File: src/rtl/serial_fifo_pair.sv
module serial_fifo_pair #(
  parameter int DEPTH  = 16,
  parameter int DATA_W = 8,
  parameter int ERR_W  = 4,
  parameter int SEL_W  = 3
) (
  input  logic                      clk,
  input  logic                      rst_n,
  input  logic [2*SEL_W-1:0]        level_sel,
  input  logic                      tx_push,
  input  logic [DATA_W-1:0]         tx_wdata,
  input  logic                      tx_pop,
  output logic [DATA_W-1:0]         tx_rdata,
  output logic [$clog2(DEPTH+1)-1:0] tx_count,
  output logic                      tx_empty,
  output logic                      tx_full,
  output logic                      tx_trig,
  output logic                      tx_ovf,
  input  logic                      rx_push,
  input  logic [DATA_W-1:0]         rx_wdata,
  input  logic [ERR_W-1:0]          rx_werr,
  input  logic                      rx_pop,
  output logic [ERR_W+DATA_W-1:0]   rx_rdata,
  output logic [$clog2(DEPTH+1)-1:0] rx_count,
  output logic                      rx_empty,
  output logic                      rx_full,
  output logic                      rx_trig,
  output logic                      rx_ovf
);
  // DEPTH must be a power of two and at least 8 so the pointers wrap on their own.
  localparam int CW   = $clog2(DEPTH + 1);
  localparam int AW   = $clog2(DEPTH);
  localparam int RX_W = ERR_W + DATA_W;

  function automatic logic [CW-1:0] level_of(input logic [SEL_W-1:0] code);
    case (code)
      SEL_W'(0): return CW'(DEPTH / 8);
      SEL_W'(1): return CW'(DEPTH / 4);
      SEL_W'(2): return CW'(DEPTH / 2);
      SEL_W'(3): return CW'(DEPTH * 3 / 4);
      default:   return CW'(DEPTH * 7 / 8);
    endcase
  endfunction

  logic [CW-1:0] tx_lvl, rx_lvl;
  assign tx_lvl = level_of(level_sel[SEL_W-1:0]);
  assign rx_lvl = level_of(level_sel[2*SEL_W-1:SEL_W]);

  assign tx_empty = (tx_count == '0);
  assign tx_full  = (tx_count == CW'(DEPTH));
  assign rx_empty = (rx_count == '0);
  assign rx_full  = (rx_count == CW'(DEPTH));
  assign tx_trig  = (tx_count <= tx_lvl);
  assign rx_trig  = (rx_count >= rx_lvl);

  logic tx_wr, tx_rd, rx_wr, rx_rd;
  assign tx_wr = tx_push && !tx_full;
  assign tx_rd = tx_pop  && !tx_empty;
  assign rx_wr = rx_push && !rx_full;
  assign rx_rd = rx_pop  && !rx_empty;

  logic [DATA_W-1:0] tx_mem [DEPTH];
  logic [RX_W-1:0]   rx_mem [DEPTH];
  logic [AW-1:0]     tx_wp, tx_rp, rx_wp, rx_rp;

  always_ff @(posedge clk) begin
    if (tx_wr) tx_mem[tx_wp] <= tx_wdata;
    if (rx_wr) rx_mem[rx_wp] <= {rx_werr, rx_wdata};
  end

  always_ff @(posedge clk or negedge rst_n) begin
    if (!rst_n) begin
      tx_wp <= '0; tx_rp <= '0; tx_count <= '0; tx_rdata <= '0; tx_ovf <= 1'b0;
      rx_wp <= '0; rx_rp <= '0; rx_count <= '0; rx_rdata <= '0; rx_ovf <= 1'b0;
    end else begin
      tx_ovf   <= tx_push && tx_full;
      rx_ovf   <= rx_push && rx_full;
      tx_count <= tx_count + CW'(tx_wr) - CW'(tx_rd);
      rx_count <= rx_count + CW'(rx_wr) - CW'(rx_rd);
      if (tx_wr) tx_wp <= tx_wp + 1'b1;
      if (rx_wr) rx_wp <= rx_wp + 1'b1;
      if (tx_rd) begin
        tx_rdata <= tx_mem[tx_rp];
        tx_rp    <= tx_rp + 1'b1;
      end
      if (rx_rd) begin
        rx_rdata <= rx_mem[rx_rp];
        rx_rp    <= rx_rp + 1'b1;
      end
    end
  end

  AST_TX_FLAGS_EXCL: assert property (@(posedge clk) disable iff (!rst_n) !(tx_empty && tx_full));
  AST_RX_FLAGS_EXCL: assert property (@(posedge clk) disable iff (!rst_n) !(rx_empty && rx_full));
  AST_TX_PUSH_STEP: assert property (@(posedge clk) disable iff (!rst_n)
    tx_push && !tx_full && !tx_pop |=> tx_count == $past(tx_count) + 1'b1);
  AST_RX_PUSH_STEP: assert property (@(posedge clk) disable iff (!rst_n)
    rx_push && !rx_full && !rx_pop |=> rx_count == $past(rx_count) + 1'b1);
  AST_TX_NO_OVERFLOW: assert property (@(posedge clk) disable iff (!rst_n)
    tx_push && tx_full && !tx_pop |=> tx_full && tx_ovf);
  AST_RX_NO_OVERFLOW: assert property (@(posedge clk) disable iff (!rst_n)
    rx_push && rx_full && !rx_pop |=> rx_full && rx_ovf);
  AST_OVF_ONE_CYCLE: assert property (@(posedge clk) disable iff (!rst_n)
    tx_ovf && !$past(tx_push) |-> 1'b0);
  AST_RX_EMPTY_POP: assert property (@(posedge clk) disable iff (!rst_n)
    rx_pop && rx_empty && !rx_push |=> rx_empty && $stable(rx_rdata));
  AST_TX_EMPTY_POP: assert property (@(posedge clk) disable iff (!rst_n)
    tx_pop && tx_empty && !tx_push |=> tx_empty && $stable(tx_rdata));
  AST_TX_BOTH_HOLD: assert property (@(posedge clk) disable iff (!rst_n)
    tx_push && tx_pop && !tx_empty && !tx_full |=> $stable(tx_count));
endmodule

File: config.mk
export PLATFORM = sky130hd
export DESIGN_NAME = serial_fifo_pair
export DESIGN_NICKNAME = d
export VERILOG_FILES = /design/src/rtl/serial_fifo_pair.sv
export SDC_FILE = /design/constraint.sdc
export NUM_CORES = 1
export LEC_CHECK = 0
export ABC_AREA = 1
export BUFFER_PORTS_ARGS = -buffer_cell sky130_fd_sc_hd__buf_2
export CAP_MARGIN = 20
export CELL_PAD_IN_SITES_DETAIL_PLACEMENT = 1
export CELL_PAD_IN_SITES_GLOBAL_PLACEMENT = 1
export CORE_AREA = 10 10 204 206
export DETAILED_ROUTE_END_ITERATION = 10
export DIE_AREA = 0 0 214 216
export GPL_TIMING_DRIVEN = 0
export PLACE_DENSITY = 0.72
export SLEW_MARGIN = 20
export SYNTH_ARGS = -nofsm -noshare
export SYNTH_HDL_FRONTEND = slang
export SYNTH_SLANG_ARGS = --single-unit
File: constraint.sdc
create_clock -name clk -period 2.65 [get_ports clk]
set_input_delay 0.795 -clock clk [delete_from_list [all_inputs] [get_ports clk]]
set_output_delay 0.795 -clock clk [all_outputs]
set_load 0.01 [all_outputs]
After elaboration in Yosys (flattened, before gate mapping)
Memories as Yosys holds them, arrays and structs flattened. A register that Yosys moved wholly into a read port is not among the register bits.
Cells that the tools add are included.
Operators by class
  reductions and logical operators: 16
  shifts and indexed selects: 0
  add/subtract/negate cells: 8
  $lt $le $gt $ge: 2
  $mul: 0
  multiplexer cells: 6
  divide/modulo/power cells: 0
  bitwise logic cells: 0
  eq/ne operators: 8
Operators with widths (number)
  $pmux W4 S4: 2
  $add A4 B1 Y4 const B: 4
  $eq A3 B2 Y1 const B: 4
  $add A5 B1 Y5: 2
  $eq A5 B5 Y1 const B: 2
  $logic_not A5 Y1: 2
  $sub A5 B1 Y5: 2
  $eq A3 B1 Y1 const B: 2
  $logic_and A1 B1 Y1: 6
  $logic_not A1 Y1: 6
  $logic_not A3 Y1: 2
  $ge A5 B5 Y1: 1
  $le A5 B5 Y1: 1
  $mux W1: 4
Storage, ports and cells
  word-level logic and storage cells: 50
  memories kept: 2
  bits in writable memories: 320
  flip-flop bits (word level): 28
  latch bits: 0
  bits in read-only memories: 0
  output and inout port bits: 38
  bits of input ports: 32
Memories
  rx_mem: depth 16, width 12, read ports 1, clocked after Yosys merged registers in 1, write ports 1, RTL line 63  | logic [RX_W-1:0] rx_mem [DEPTH];
  tx_mem: depth 16, width 8, read ports 1, clocked after Yosys merged registers in 1, write ports 1, RTL line 62  | logic [DATA_W-1:0] tx_mem [DEPTH];

Logic depth before layout (Yosys ltp)
Gate-level depths: netlist of run 1.
  word-level depth: 5
  gate-level depth with buffers: 14
  mapped depth without buffers: 13

Worst setup path before layout of run 1
No wires, ideal clock.
  path kind: register to register
  start: reg rx_count[3]
  end: reg rx_count[4]
  required time: 2.571 ns
  period minus slack after synthesis: 2.726 ns
  library setup time: 0.079 ns
  arrival: 2.646 ns
  cell stages (with the launch flop): 15
  path buffers: 1
  slack: -0.076 ns
  path through: dfrtp_1 inv_1 ha_1 nand4_1 nand2_1 clkinv_1 buf_2 ha_1 inv_1 ha_1 fa_1 a21oi_1 nor2_1 nor2_1 xor2_1
Between the ends
  elaborated cells between the ends (all ways): 8
  classes of those cells: add/sub: 2; eq/ne: 1; reduce/logical: 5
RTL lines
  from (decl): RTL line 24  | output logic [$clog2(DEPTH+1)-1:0] rx_count,
  from (signal assigned): RTL line 79  | rx_count <= rx_count + CW'(rx_wr) - CW'(rx_rd);
  $logic_not A5 Y1: RTL line 51  | assign rx_empty = (rx_count == '0);
  $logic_not A1 Y1: RTL line 60  | assign rx_rd = rx_pop && !rx_empty;
  $logic_and A1 B1 Y1: RTL line 60
  via rx_rd: RTL line 56  | logic tx_wr, tx_rd, rx_wr, rx_rd;
  $sub A5 B1 Y5: RTL line 79
The timed path passes the listed nets, and every way through them passes these cells.
A chain may end at the register's enable or synchronous reset.

Final worst setup path of run 1
  start: in level_sel[1]
  end: out tx_trig
Between the ends
  word-level cells in the longest chain between the ends: 3
  elaborated cells between the ends (all ways): 6
  classes of those cells: order compare: 1; eq/ne: 3; mux: 1; reduce/logical: 1
RTL lines
  from (decl): RTL line 9  | input logic [2*SEL_W-1:0] level_sel,
  $eq A3 B2 Y1 (tied with other cells): RTL line 36  | case (code)
  $pmux W4 S4 (*): RTL line 36
  $le A5 B5 Y1 (*): RTL line 53  | assign tx_trig = (tx_count <= tx_lvl);
  to (decl): RTL line 17  | output logic tx_trig,
Every way passes the cells marked *; elsewhere a longest branch is shown, timed or not.

==> impl_results.md, run 1 <==
- Worst EP required: 1.86 ns
- Number of synthesized register bits: 368
- Startpoint types: input port
- Post-Synthesis Cells: 1599
- Leakage: 8.471 nW
- Clk_lat worst skew: 0.57 ns
- Worst hold path class: in2async
- Number of diodes: 0
- Post-Route WL: 47170 um
- Most common library cells after synthesis: nand2_1 (511), edfxtp_1 (320), inv_1 (282)
- Synth top area share: 59.03%
- Row count: 71
- Final ANT Viol Nets: 0
- Largest net degree at the start of global routing: 49
- Final hold vios: 0
- Top FF cell, synth: edfxtp_1
- Die width: 214 um
- DP Wirelength: 31450 um
- Peak VDD IR: 0.6777 mV
- Fmax achieved: 380.7 MHz
- # nets final: 1795
- Initial drt markers: 824
- Core region area: 37400 um^2
- Vias in the first global route: 12330
- Post-synth cell types: 25
- Clock Path Buffers: 3
- I/O Buffers: 69
- Post-route setup slack: 0.02356 ns
- Gpl congestion: 0.9000
- Critical path class: in2out
- Worst-path clk slew: 0.06 ns
- Max_slew headroom: 43.47%
- CP arrival: 1.83 ns
- Post-synthesis sequential area ratio: 66.41%
- Post-synth EDFFs: 320
- Syn_area_per_cell: 10.18 um^2
- Layout area overhead: 16.76%
- Clock skew: 0.01438 ns
- CTS H-tree lvls: 2
- Crit-path max FO: 2
- Setup slack at placement: -0.3258 ns
- Grt ovf: 0
- CTS root buf: clkbuf_16
- Num CTS Buffers: 41
- Die span in y: 216 um
- # DRC: 0
- Setup violators final: 0
- Proportion of layout cells with a drive suffix above 1: 14.12%
- Vias/cell: 5.100
- Syn Nets: 1661
- Drt first pass iters: 5
- Routed WL per cell: 20.74 um
- Dominant cells by area after synthesis: edfxtp_1 (59%), nand2_1 (12%), nand3_1 (7.6%)
- Gr usage total: 20.16%
- Total number of vias: 11600
- Fin cells: 2274
- Minimum clock period: 2.626 ns
- Antenna violations before repair: 0
- # placed instances: 2179
- Fin crit share: 99.11%
- Top-count cell post-synth: nand2_1
- Post-synth top area cell: edfxtp_1
- P per Cell Area: 1121 nW/um^2
- Fillers: 4098
- RSZ-0062 raised after global routing: yes
- First-pass GRT wire length: 71930 um
- Total of warnings raised by yosys: 0
- Max cap viols: 0
- Slew Limit Fails: 0
- Starting Density: 43.52%
- CP endpoint kind: primary output
- Asr flop ratio synth: 13.04%
- Die area: 46220 um^2
- CTS Sinks: 368
- Mapped Area: 16280 um^2
- Outcome: finished clean
- # IOs: 70
- Least-Margin Pin Slew: 0.8448 ns
- TritonCTS clock tree: yes
worst max-delay path: stages:
cell and delay, ns:
buf_2 0.10, o21bai_1 0.18, ha_1 0.19, inv_1 0.05
a21oi_2 0.14, o21bai_1 0.09, a21oi_1 0.14, buf_2 0.14
kinds of logic (layout without fill, tap and decap cells):
group	count (synthesis)	after routing	share of synthesized area, %
compound gates	19	19	0.6457
buf+inv	354	518	8.855
simple gates	808	808	20.61
fa+ha+maj	30	30	2.398
xor+xnor	20	20	1.076
flops	368	368	66.41
sequential cells by signal (all words and copies together), names as in the netlist:
| signal | count |
|---|---|
| rx_wp | 4 |
| rx_rdata | 12 |
| rx_rp | 4 |
| tx_ovf | 1 |
| tx_count | 5 |
| rx_mem | 192 |
| tx_mem | 128 |
| tx_rp | 4 |
| tx_wp | 4 |
| rx_count | 5 |
| tx_rdata | 8 |
| rx_ovf | 1 |
per-stage QoR:
| stage | hold slack, ns | cell area, um^2 | setup TNS (ns) | utilization [%] | power, mW |
|---|---|---|---|---|---|
| 6_report | 0.2616 | 19010 | 0 | 50.82 | 21.30 |
| 5_1_grt | 0.2994 | 19010 | -0.1117 | 50.82 | 22.55 |
| 4_1_cts | 0.2864 | 18750 | -0.01921 | 50.14 | 21.05 |
| 3_5_place_dp | 0.4642 | 17280 | -16.90 | 46.20 | 15.08 |
| 3_3_place_gp | 0.4589 | 17270 | -10.15 | 46.17 | 14.79 |
| 2_1_floorplan | 0.4994 | 16280 | 0 | - | 12.27 |
power breakdown:
group          switching (mW)  internal [mW]
logic                    5.50           2.51
registers               0.382           7.16
clock network            2.30           3.45
timing repair:
item	4_1_cts	5_1_grt
hold buffers	0	0
pin swaps	6	16
resized for setup	28	26
setup endpoints to repair	150	83
hold endpoints to repair	0	0
buffers inserted	8	16
final cells by class:
type / count / area, um^2 / share of cell area, %
plain buffers: 65 / 351.6 / 1.850
clock buffers: 54 / 1157 / 6.089
clock inverters: 19 / 188.9 / 0.9940
inverters: 287 / 1097 / 5.773
multi-input cells: 877 / 4203 / 22.11
flip-flops and latches: 368 / 10810 / 56.89
well taps: 511 / 639.4 / 3.364
repair buffers: 93 / 556.8 / 2.929
cells in the final DEF (no fill, tap or decap), types with 2 or more instances in the layout:
cell       synthesis  routed
o21bai_1           3       2
ha_4               0       7
fa_2               0       2
clkinv_1           3      10
clkinv_2           0       6
dfrtp_1           48      46
clkbuf_1          10      17
buf_6              5       8
dfrtp_2            0       2
bufinv_16          0       4
a21oi_1            6       3
clkbuf_16          0      43
clkbuf_8           0       4
buf_1              4       4
nor2_1            45      28
nand4_1            5       5
buf_2             42     106
inv_1            282     276
edfxtp_1         320     320
nand2_1          511     509
xor2_1            19      19
nor2_2             0      17
a21oi_2            0       3
o21ai_0            9       8
inv_2              1       6
nand2_2            1       2
ha_1              28      19
ha_2               0       2
nand3_1          246     246
buf_4              5      28
worst paths after layout:
path                                to    startpoint  slack (ns)  depth (start not counted)
max                            tx_trig  level_sel[1]        0.02                          8
min                           tx_rp[3]         rst_n        0.26                          1
max reg2reg                tx_count[4]   tx_count[2]        0.10                         13
min reg2reg                tx_rdata[1]   tx_rdata[1]        0.48                          2
max in group asynchronous  tx_count[2]         rst_n        1.85                          1
min in group clk                tx_ovf       tx_push        0.46                          3
routing by layer:
layer | global-route usage [%] | vias up | wire [um]
li1 | - | 5386 | -
met1 | 26.26 | 5823 | 20350
met2 | 33.48 | 315 | 22990
met3 | 3.524 | 73 | 2725
met4 | 6.713 | 0 | 1114
met5 | 0 | - | 0
No activity file was read; power rests on OpenSTA's default activity.
==> run 2, diff against run 1 <==
PLACE_DENSITY = 0.83   (was 0.72)
==> run 2 against run 1 <==
Against the previous run:
- worst hold slack gained 0.025 ns
- register-to-register slack gained 0.05 ns
- power is 0.98% lower
- non-clock buffer count down 3
- die area did not move
- sequential share of layout area up 0.61 points
- final area is 1.1% lower
- utilization fell by 0.54 points
- sequential power about the same
- wire length up 1.6%
==> impl_results.md, run 2 (synthesized netlist as in run 1, its figures left out) <==
- Outcome: finished clean (unchanged)
- Number of diodes: 0 (unchanged)
- CP arrival: 1.84 ns (was 1.83 ns)
- Post-Route WL: 47930 um (was 47170 um)
- Internal power: 12.84 mW (was 13.12 mW)
- Layout area overhead: 15.52% (was 16.76%)
- Die width: 214 um (unchanged)
- WHS: 0.2867 ns (was 0.2616 ns)
- Die area: 46220 um^2 (unchanged)
- Worst reg-to-reg setup slack: 0.15 ns (was 0.10 ns)
- Slowest library cell on the worst path: ha_1 (unchanged)
- Delay-heaviest family, CP: compound AO/OA/AOI/OAI gates (unchanged)
- Worst EP required: 1.86 ns (about the same)
- Initial drt markers: 888 (was 824)
- TritonCTS clock tree: yes (unchanged)
- Core region area: 37400 um^2 (unchanged)
- Drt first pass iters: 5 (unchanged)
- Post-Route Setup TNS: 0 ns (unchanged)
- Bufs and invs on worst path: 2 (was 3)
- Grt ovf: 0 (unchanged)
- Vias in the first global route: 12720 (was 12330)
- Slew Limit Fails: 0 (unchanged)
- CTS Sinks: 368 (unchanged)
- Starting Density: 43.52% (unchanged)
- Worst path depth: 8 (unchanged)
- Commonest non-fill, non-tap cell in the layout: nand2_1 (unchanged)
- Clk_lat worst skew: 0.56 ns (was 0.57 ns)
- Fin crit share: 99.59% (was 99.11%)
- FF-to-FF path depth: 13 (unchanged)
- Num CTS Buffers: 39 (was 41)
- Row count: 71 (unchanged)
- Combinational Power Share: 38.3% (was 37.6%)
- Leakage: 8.391 nW (was 8.471 nW)
- Net Switching: 8.259 mW (was 8.183 mW)
- # nets final: 1790 (was 1795)
- Gr usage total: 20.47% (was 20.16%)
- Largest net degree at the start of global routing: 49 (unchanged)
- Final ANT Viol Nets: 0 (unchanged)
- I/O Buffers: 69 (unchanged)
- DP Wirelength: 31850 um (was 31450 um)
- RSZ-0062 raised after global routing: yes (unchanged)
- Critical path class: in2out (unchanged)
- Switching Fraction: 39.15% (was 38.41%)
- Worst-path clk slew: 0.06 ns (about the same)
- Die span in y: 216 um (unchanged)
- First-pass GRT wire length: 73490 um (was 71930 um)
- # IOs: 70 (unchanged)
- Most flop-heavy register: rx_mem (unchanged)
- Max_slew headroom: 44.63% (was 43.47%)
- Power Total: 21.09 mW (was 21.30 mW)
- Fmax achieved: 378.9 MHz (was 380.7 MHz)
- # DRC: 0 (unchanged)
- Total number of vias: 11710 (was 11600)
- Least-Margin Pin Slew: 0.8274 ns (was 0.8448 ns)
- Most Frequent Cell on Critical Path: buf_6
- P per Cell Area: 1122 nW/um^2 (was 1121 nW/um^2)
- Worst hold path class: in2async (unchanged)
- Peak VDD IR: 1.021 mV (was 0.6777 mV)
- Critical path, cell by cell: buf_6 -> o21bai_1 -> ha_1 -> nand2_2 -> a21boi_2 -> o21ai_1 -> nand2_1 -> buf_6 (was buf_2 -> o21bai_1 -> ha_1 -> inv_1 -> a21oi_2 -> o21bai_1 -> a21oi_1 -> buf_2)
- Largest registers: rx_mem (192), tx_mem (128), rx_rdata (12) (unchanged)
- Most frequent cells in the layout: nand2_1 (509), edfxtp_1 (320), inv_1 (276), nand3_1 (246), buf_2 (106) (unchanged)
- Minimum clock period: 2.639 ns (was 2.626 ns)
- Reg power frac: 35.8% (was 35.4%)
- Final hold vios: 0 (unchanged)
- Core Util, Final: 50.28% (was 50.82%)
- Routed WL per cell: 21.14 um (was 20.74 um)
- Setup violators final: 0 (unchanged)
- Crit-path max FO: 3 (was 2)
- Proportion of layout cells with a drive suffix above 1: 13.21% (was 14.12%)
- CP endpoint kind: primary output (unchanged)
- CP max stage delay: 0.31 ns (was 0.19 ns)
- Vias/cell: 5.163 (was 5.100)
- Clock Path Buffers: 3 (unchanged)
- Startpoint types: input port (unchanged)
- Antenna violations before repair: 0 (unchanged)
- Clock network fraction of design power: 26.0% (was 27.0%)
- CTS H-tree lvls: 2 (unchanged)
- CTS root buf: clkbuf_16 (unchanged)
- Clock skew: 0.02111 ns (was 0.01438 ns)
- Max cap viols: 0 (unchanged)
- Max reg flops: 192 (unchanged)
- Gpl congestion: 0.8882 (was 0.9000)
==> run 2: final timing paths <==
check | startpoint | to
worst max-delay path | level_sel[5] | rx_trig
worst min-delay path | rst_n | tx_rp[0]
worst max register to register | tx_count[2] | tx_count[4]
worst min register to register | tx_rdata[5] | tx_rdata[5]
max in group asynchronous | rst_n | rx_count[3]
min in group clk | rx_push | rx_ovf
==> run 2: power by group through the flow <==
stage	Combinational [mW]	Clock, mW	Sequential (mW)
3_3_place_gp	7.05	0	7.60
3_5_place_dp	7.46	0	7.66
6_report	8.07	5.48	7.55
4_1_cts	7.77	5.54	7.55
5_1_grt	8.86	5.75	7.62
2_1_floorplan	4.60	0	7.66
==> run 2: cell type report <==
class,instances,area [um^2]
Buffer,65,351.6
Clock buffer,47,1006
Clock inverter,22,240.2
Fill cell,4160,18600
Inverter,287,1090
Multi-Input combinational cell,877,4144
Sequential cell,368,10810
Tap cell,511,639.4
Timing Repair Buffer,90,521.8
==> run 2: stage by stage <==
step	instances	setup WS, ns	area (um^2)
after floorplan	1599	0.03402	16280
after global placement	2179	-0.2965	17270
after detailed placement	2180	-0.4025	17280
after CTS	2255	-0.01811	18650
after global routing	2267	-0.06828	18800
final	2267	0.01074	18800
==> run 2: timing repair <==
| item | in CTS | in global routing |
|---|---|---|
| buffers inserted | 6 | 14 |
| pin swaps | 5 | 14 |
| hold buffers | 0 | 0 |
| setup endpoints to repair | 187 | 81 |
| endpoints found under the hold margin | 0 | 0 |
| resized for setup | 33 | 21 |
==> run 2: per-layer routing <==
| layer | routed length [um] | vias to the layer above | global-route usage (%) |
|---|---|---|---|
| met5 | 0 | - | 0 |
| met4 | 1604 | 0 | 7.593 |
| met3 | 2677 | 95 | 3.385 |
| met2 | 24640 | 363 | 36.54 |
| met1 | 19000 | 5864 | 24.31 |
| li1 | - | 5383 | - |
==> run 3, diff against run 2 <==
ABC_AREA = not set   (was 1)
CORE_AREA = 10 10 187 189   (was 10 10 204 206)
DIE_AREA = 0 0 197 199   (was 0 0 214 216)
PLACE_DENSITY = 0.82   (was 0.83)
REMOVE_ABC_BUFFERS = 1   (was not set)
==> run 3 against run 2 <==
Against the previous run:
- the run now ends with setup timing left
- worst hold slack improved by 0.053 ns
- combinational power shrank 32%
- first-iteration DRC count is 52% lower
- utilization up 4.7 points
- global-route usage down 3.3 points
- die area decreased by 15%
- sequential cell count unchanged
- critical endpoint is now rx_count[4]
==> impl_results.md, run 3 <==
- Outcome: finished, violations left (was finished clean)
- Violated checks: setup timing
- Most common library cells after synthesis: edfxtp_1 (320), mux4_2 (80), dfrtp_1 (48) (was nand2_1 (511), edfxtp_1 (320), inv_1 (282))
- Die span in y: 199 um (was 216 um)
- Gpl congestion: 0.7174 (was 0.8882)
- Core region area: 31230 um^2 (was 37400 um^2)
- Proportion of layout cells with a drive suffix above 1: 37.02% (was 13.21%)
- Startpoint types: register (was input port)
- Max_slew headroom: 38.95% (was 44.63%)
- Combinational Power Share: 29.3% (was 38.3%)
- Slew Limit Fails: 0 (unchanged)
- Max cap viols: 0 (unchanged)
- Die width: 197 um (was 214 um)
- Worst hold path class: in2async (unchanged)
- Post-cts hold buffer count: 0 (unchanged)
- CTS Sinks: 368 (unchanged)
- Fillers: 2771 (was 4160)
- Routed WL per cell: 26.35 um (was 21.14 um)
- P per Cell Area: 1091 nW/um^2 (was 1122 nW/um^2)
- Largest net degree at the start of global routing: 51 (was 49)
- RSZ-0062 raised after global routing: yes (unchanged)
- Dominant cells by area after synthesis: edfxtp_1 (65%), mux4_2 (12%), dfrtp_1 (8.1%) (was edfxtp_1 (59%), nand2_1 (12%), nand3_1 (7.6%))
- Post-synthesis sequential area ratio: 73.20% (was 66.41%)
- DP Area: 15630 um^2 (was 17280 um^2)
- Post-synth cell types: 44 (was 25)
- Setup violators final: 3 (was 0)
- CP endpoint: rx_count[4] (was rx_trig)
- Worst-path clk slew: 0.07 ns (was 0.06 ns)
- Clock skew: 0.02751 ns (was 0.02111 ns)
- Vias/cell: 5.719 (was 5.163)
- XOR/XNOR share of the synthesized area: 1.186% (was 1.076%)
- Worst reg-to-reg setup slack: -0.15 ns (was 0.15 ns)
- Row count: 65 (was 71)
- Clk_lat worst skew: 0.53 ns (was 0.56 ns)
- # nets final: 902 (was 1790)
- Max reg flops: 192 (unchanged)
- Clock Path Buffers: 3 (unchanged)
- Fmax achieved: 357.5 MHz (was 378.9 MHz)
- Synth Area in Simple Gates: 3.516% (was 20.61%)
- Reg power frac: 43.9% (was 35.8%)
- CP endpoint kind: register (was primary output)
- Synth top area share: 65.07% (was 59.03%)
- Post-Synth Adder-Cell Area: 2.643% (was 2.398%)
- DP Wirelength: 21130 um (was 31850 um)
- Clock network fraction of design power: 26.8% (was 26.0%)
- Bufs and invs on worst path: 3 (was 2)
- Syn_area_per_cell: 20.12 um^2 (was 10.18 um^2)
- Leakage: 5.932 nW (was 8.391 nW)
- Post-Route WL: 33440 um (was 47930 um)
- Most frequent cells in the layout: edfxtp_1 (320), mux4_2 (80), buf_2 (72), dfrtp_1 (40), clkbuf_16 (37) (was nand2_1 (509), edfxtp_1 (320), inv_1 (276), nand3_1 (246), buf_2 (106))
- Internal power: 12.84 mW (about the same)
- Critical path class: reg2reg (was in2out)
- TritonCTS clock tree: yes (unchanged)
- Crit-path max FO: 6 (was 3)
- Final hold vios: 0 (unchanged)
- Top FF cell, synth: edfxtp_1 (unchanged)
- Post-synth top area cell: edfxtp_1 (unchanged)
- CP max stage delay: 0.50 ns (was 0.31 ns)
- CTS root buf: clkbuf_16 (unchanged)
- Setup slack at placement: -0.6475 ns (was -0.4025 ns)
- Mapped Area: 14770 um^2 (was 16280 um^2)
- Worst path depth: 13 (was 8)
- Final instance area: 17170 um^2 (was 18800 um^2)
- WHS: 0.3400 ns (was 0.2867 ns)
- Most Frequent Cell on Critical Path: ha_4 (was buf_6)
- FF-to-FF path depth: 13 (unchanged)
- Number of synthesized register bits: 368 (unchanged)
- Critical path, cell by cell: inv_2 -> ha_4 -> or4b_4 -> nand2_8 -> inv_8 -> ha_4 -> inv_2 -> ha_4 -> fa_2 -> a21oi_2 -> nor2_1 -> nor2_1 -> xnor2_1 (was buf_6 -> o21bai_1 -> ha_1 -> nand2_2 -> a21boi_2 -> o21ai_1 -> nand2_1 -> buf_6)
- Layout area overhead: 16.29% (was 15.52%)
- Slowest library cell on the worst path: or4b_4 (was ha_1)
- Switching Fraction: 31.50% (was 39.15%)
- CP startpoint: rx_count[2] (was level_sel[5])
- First-pass GRT wire length: 50630 um (was 73490 um)
- Reg2Reg Capture Point: rx_count[4] (was tx_count[4])
- Drt first pass iters: 5 (unchanged)
- Commonest non-fill, non-tap cell in the layout: edfxtp_1 (was nand2_1)
- Least-Margin Pin Slew: 0.9082 ns (was 0.8274 ns)
- Post-synth EDFFs: 320 (unchanged)
- Gr usage total: 17.15% (was 20.47%)
- Total of warnings raised by yosys: 0 (unchanged)
- Starting Density: 47.29% (was 43.52%)
- Number of diodes: 0 (unchanged)
- Delay-heaviest family, CP: adder cells (was compound AO/OA/AOI/OAI gates)
- Minimum clock period: 2.798 ns (was 2.639 ns)
- Grt ovf: 0 (unchanged)
- Post-route setup slack: -0.1475 ns (was 0.01074 ns)
- Vias in the first global route: 8113 (was 12720)
- Reg2Reg Launch Point: rx_count[2] (was tx_count[2])
- Largest registers: rx_mem (192), tx_mem (128), rx_rdata (12) (unchanged)
- Asr flop ratio synth: 13.04% (unchanged)
- CP arrival: 3.25 ns (was 1.84 ns)
- Final ANT Viol Nets: 0 (unchanged)
- Fin crit share: 105.6% (was 99.59%)
- Total number of vias: 7257 (was 11710)
- # IOs: 70 (unchanged)
- Die area: 39200 um^2 (was 46220 um^2)
- # DRC: 0 (unchanged)
- Top-count cell post-synth: edfxtp_1 (was nand2_1)
- Main combinational cell family by area after synthesis: multiplexers (was simple AND/OR/NAND/NOR gates)
- Peak VDD IR: 0.6011 mV (was 1.021 mV)
- Net Switching: 5.905 mW (was 8.259 mW)
- Most flop-heavy register: rx_mem (unchanged)
- I/O Buffers: 69 (unchanged)
- Worst EP required: 3.10 ns (was 1.86 ns)
- Compound-gate portion of the synthesized area: 2.694% (was 0.6457%)
- Antenna violations before repair: 3 (was 0)
- CTS H-tree lvls: 2 (unchanged)
- Initial drt markers: 429 (was 888)
- Core Util, Final: 54.99% (was 50.28%)
- Post-synthesis mux area share: 14.45% (was 0%)
- Num CTS Buffers: 37 (was 39)
- Post-Synthesis Cells: 734 (was 1599)
-- run 3: cell count changes in the layout (fill, tap and decap cells not counted), sizes merged, moves of 12 or more --
cell,delta
buf,-40
o221ai,+12
inv,-260
mux2i,+32
nor2,-13
xnor2,+14
xor2,-14
mux4,+80
nand2,-484
nand3,-245
-- run 3: how the worst min path moves through the flow --
stage                             end  slack (ns)  cells past startpoint
after floorplan              tx_rp[2]        0.48                      1
after global placement    rx_rdata[5]        0.47                      2
after detailed placement  rx_rdata[5]        0.47                      2
after CTS                      tx_ovf        0.37                      1
after global routing           tx_ovf        0.39                      1
final                          tx_ovf        0.34                      1
-- run 3: layer usage --
layer	share of wire, %	up-vias	global-route usage [%]
li1	-	3153	-
met1	39	3888	20.68
met2	55	157	31.36
met3	4.1	53	2.873
met4	1.7	6	4.101
met5	0.096	-	0
-- run 3: power groups by stage --
stage / Sequential, mW / Combinational [mW] / Clock [mW]
6_report: 8.23 / 5.49 / 5.02
5_1_grt: 8.37 / 5.96 / 5.35
4_1_cts: 8.25 / 5.35 / 5.10
3_5_place_dp: 8.35 / 5.05 / 0
3_3_place_gp: 8.54 / 4.46 / 0
2_1_floorplan: 8.28 / 3.18 / 0
-- run 3: area by class of cell --
class	instances	area, um^2	share of cell area, %
clock buffer	51	1018	5.930
clock inverter	15	132.6	0.7723
inverter	23	93.84	0.5464
multi-input combinational	306	3916	22.80
sequential	368	10830	63.06
tap	402	503.0	2.929
timing repair buffer	104	679.4	3.956
-- run 3: logic make-up after synthesis --
| family | Yosys count |
|---|---|
| and+or+nand+nor | 100 |
| buffers and inverters | 60 |
| DFF | 368 |
| muxes | 113 |
| AOI/OAI and AO/OA | 43 |
| xor gates and xnor gates | 20 |
| adders and majority gates | 30 |
-- run 3: repair_timing --
item,in CTS,in global routing
gates resized for setup,34,28
pin swaps,8,13
setup buffers,11,6
endpoints found under the setup margin,331,30
-- run 3: through the flow --
stage | power [mW] | TNS, ns | cells
final | 18.75 | -0.2642 | 1269
after global routing | 19.68 | -1.441 | 1269
after CTS | 18.70 | -0.1432 | 1263
after detailed placement | 13.40 | -95.88 | 1186
after global placement | 13.00 | -259.40 | 1168
after floorplan | 11.46 | -26.69 | 697
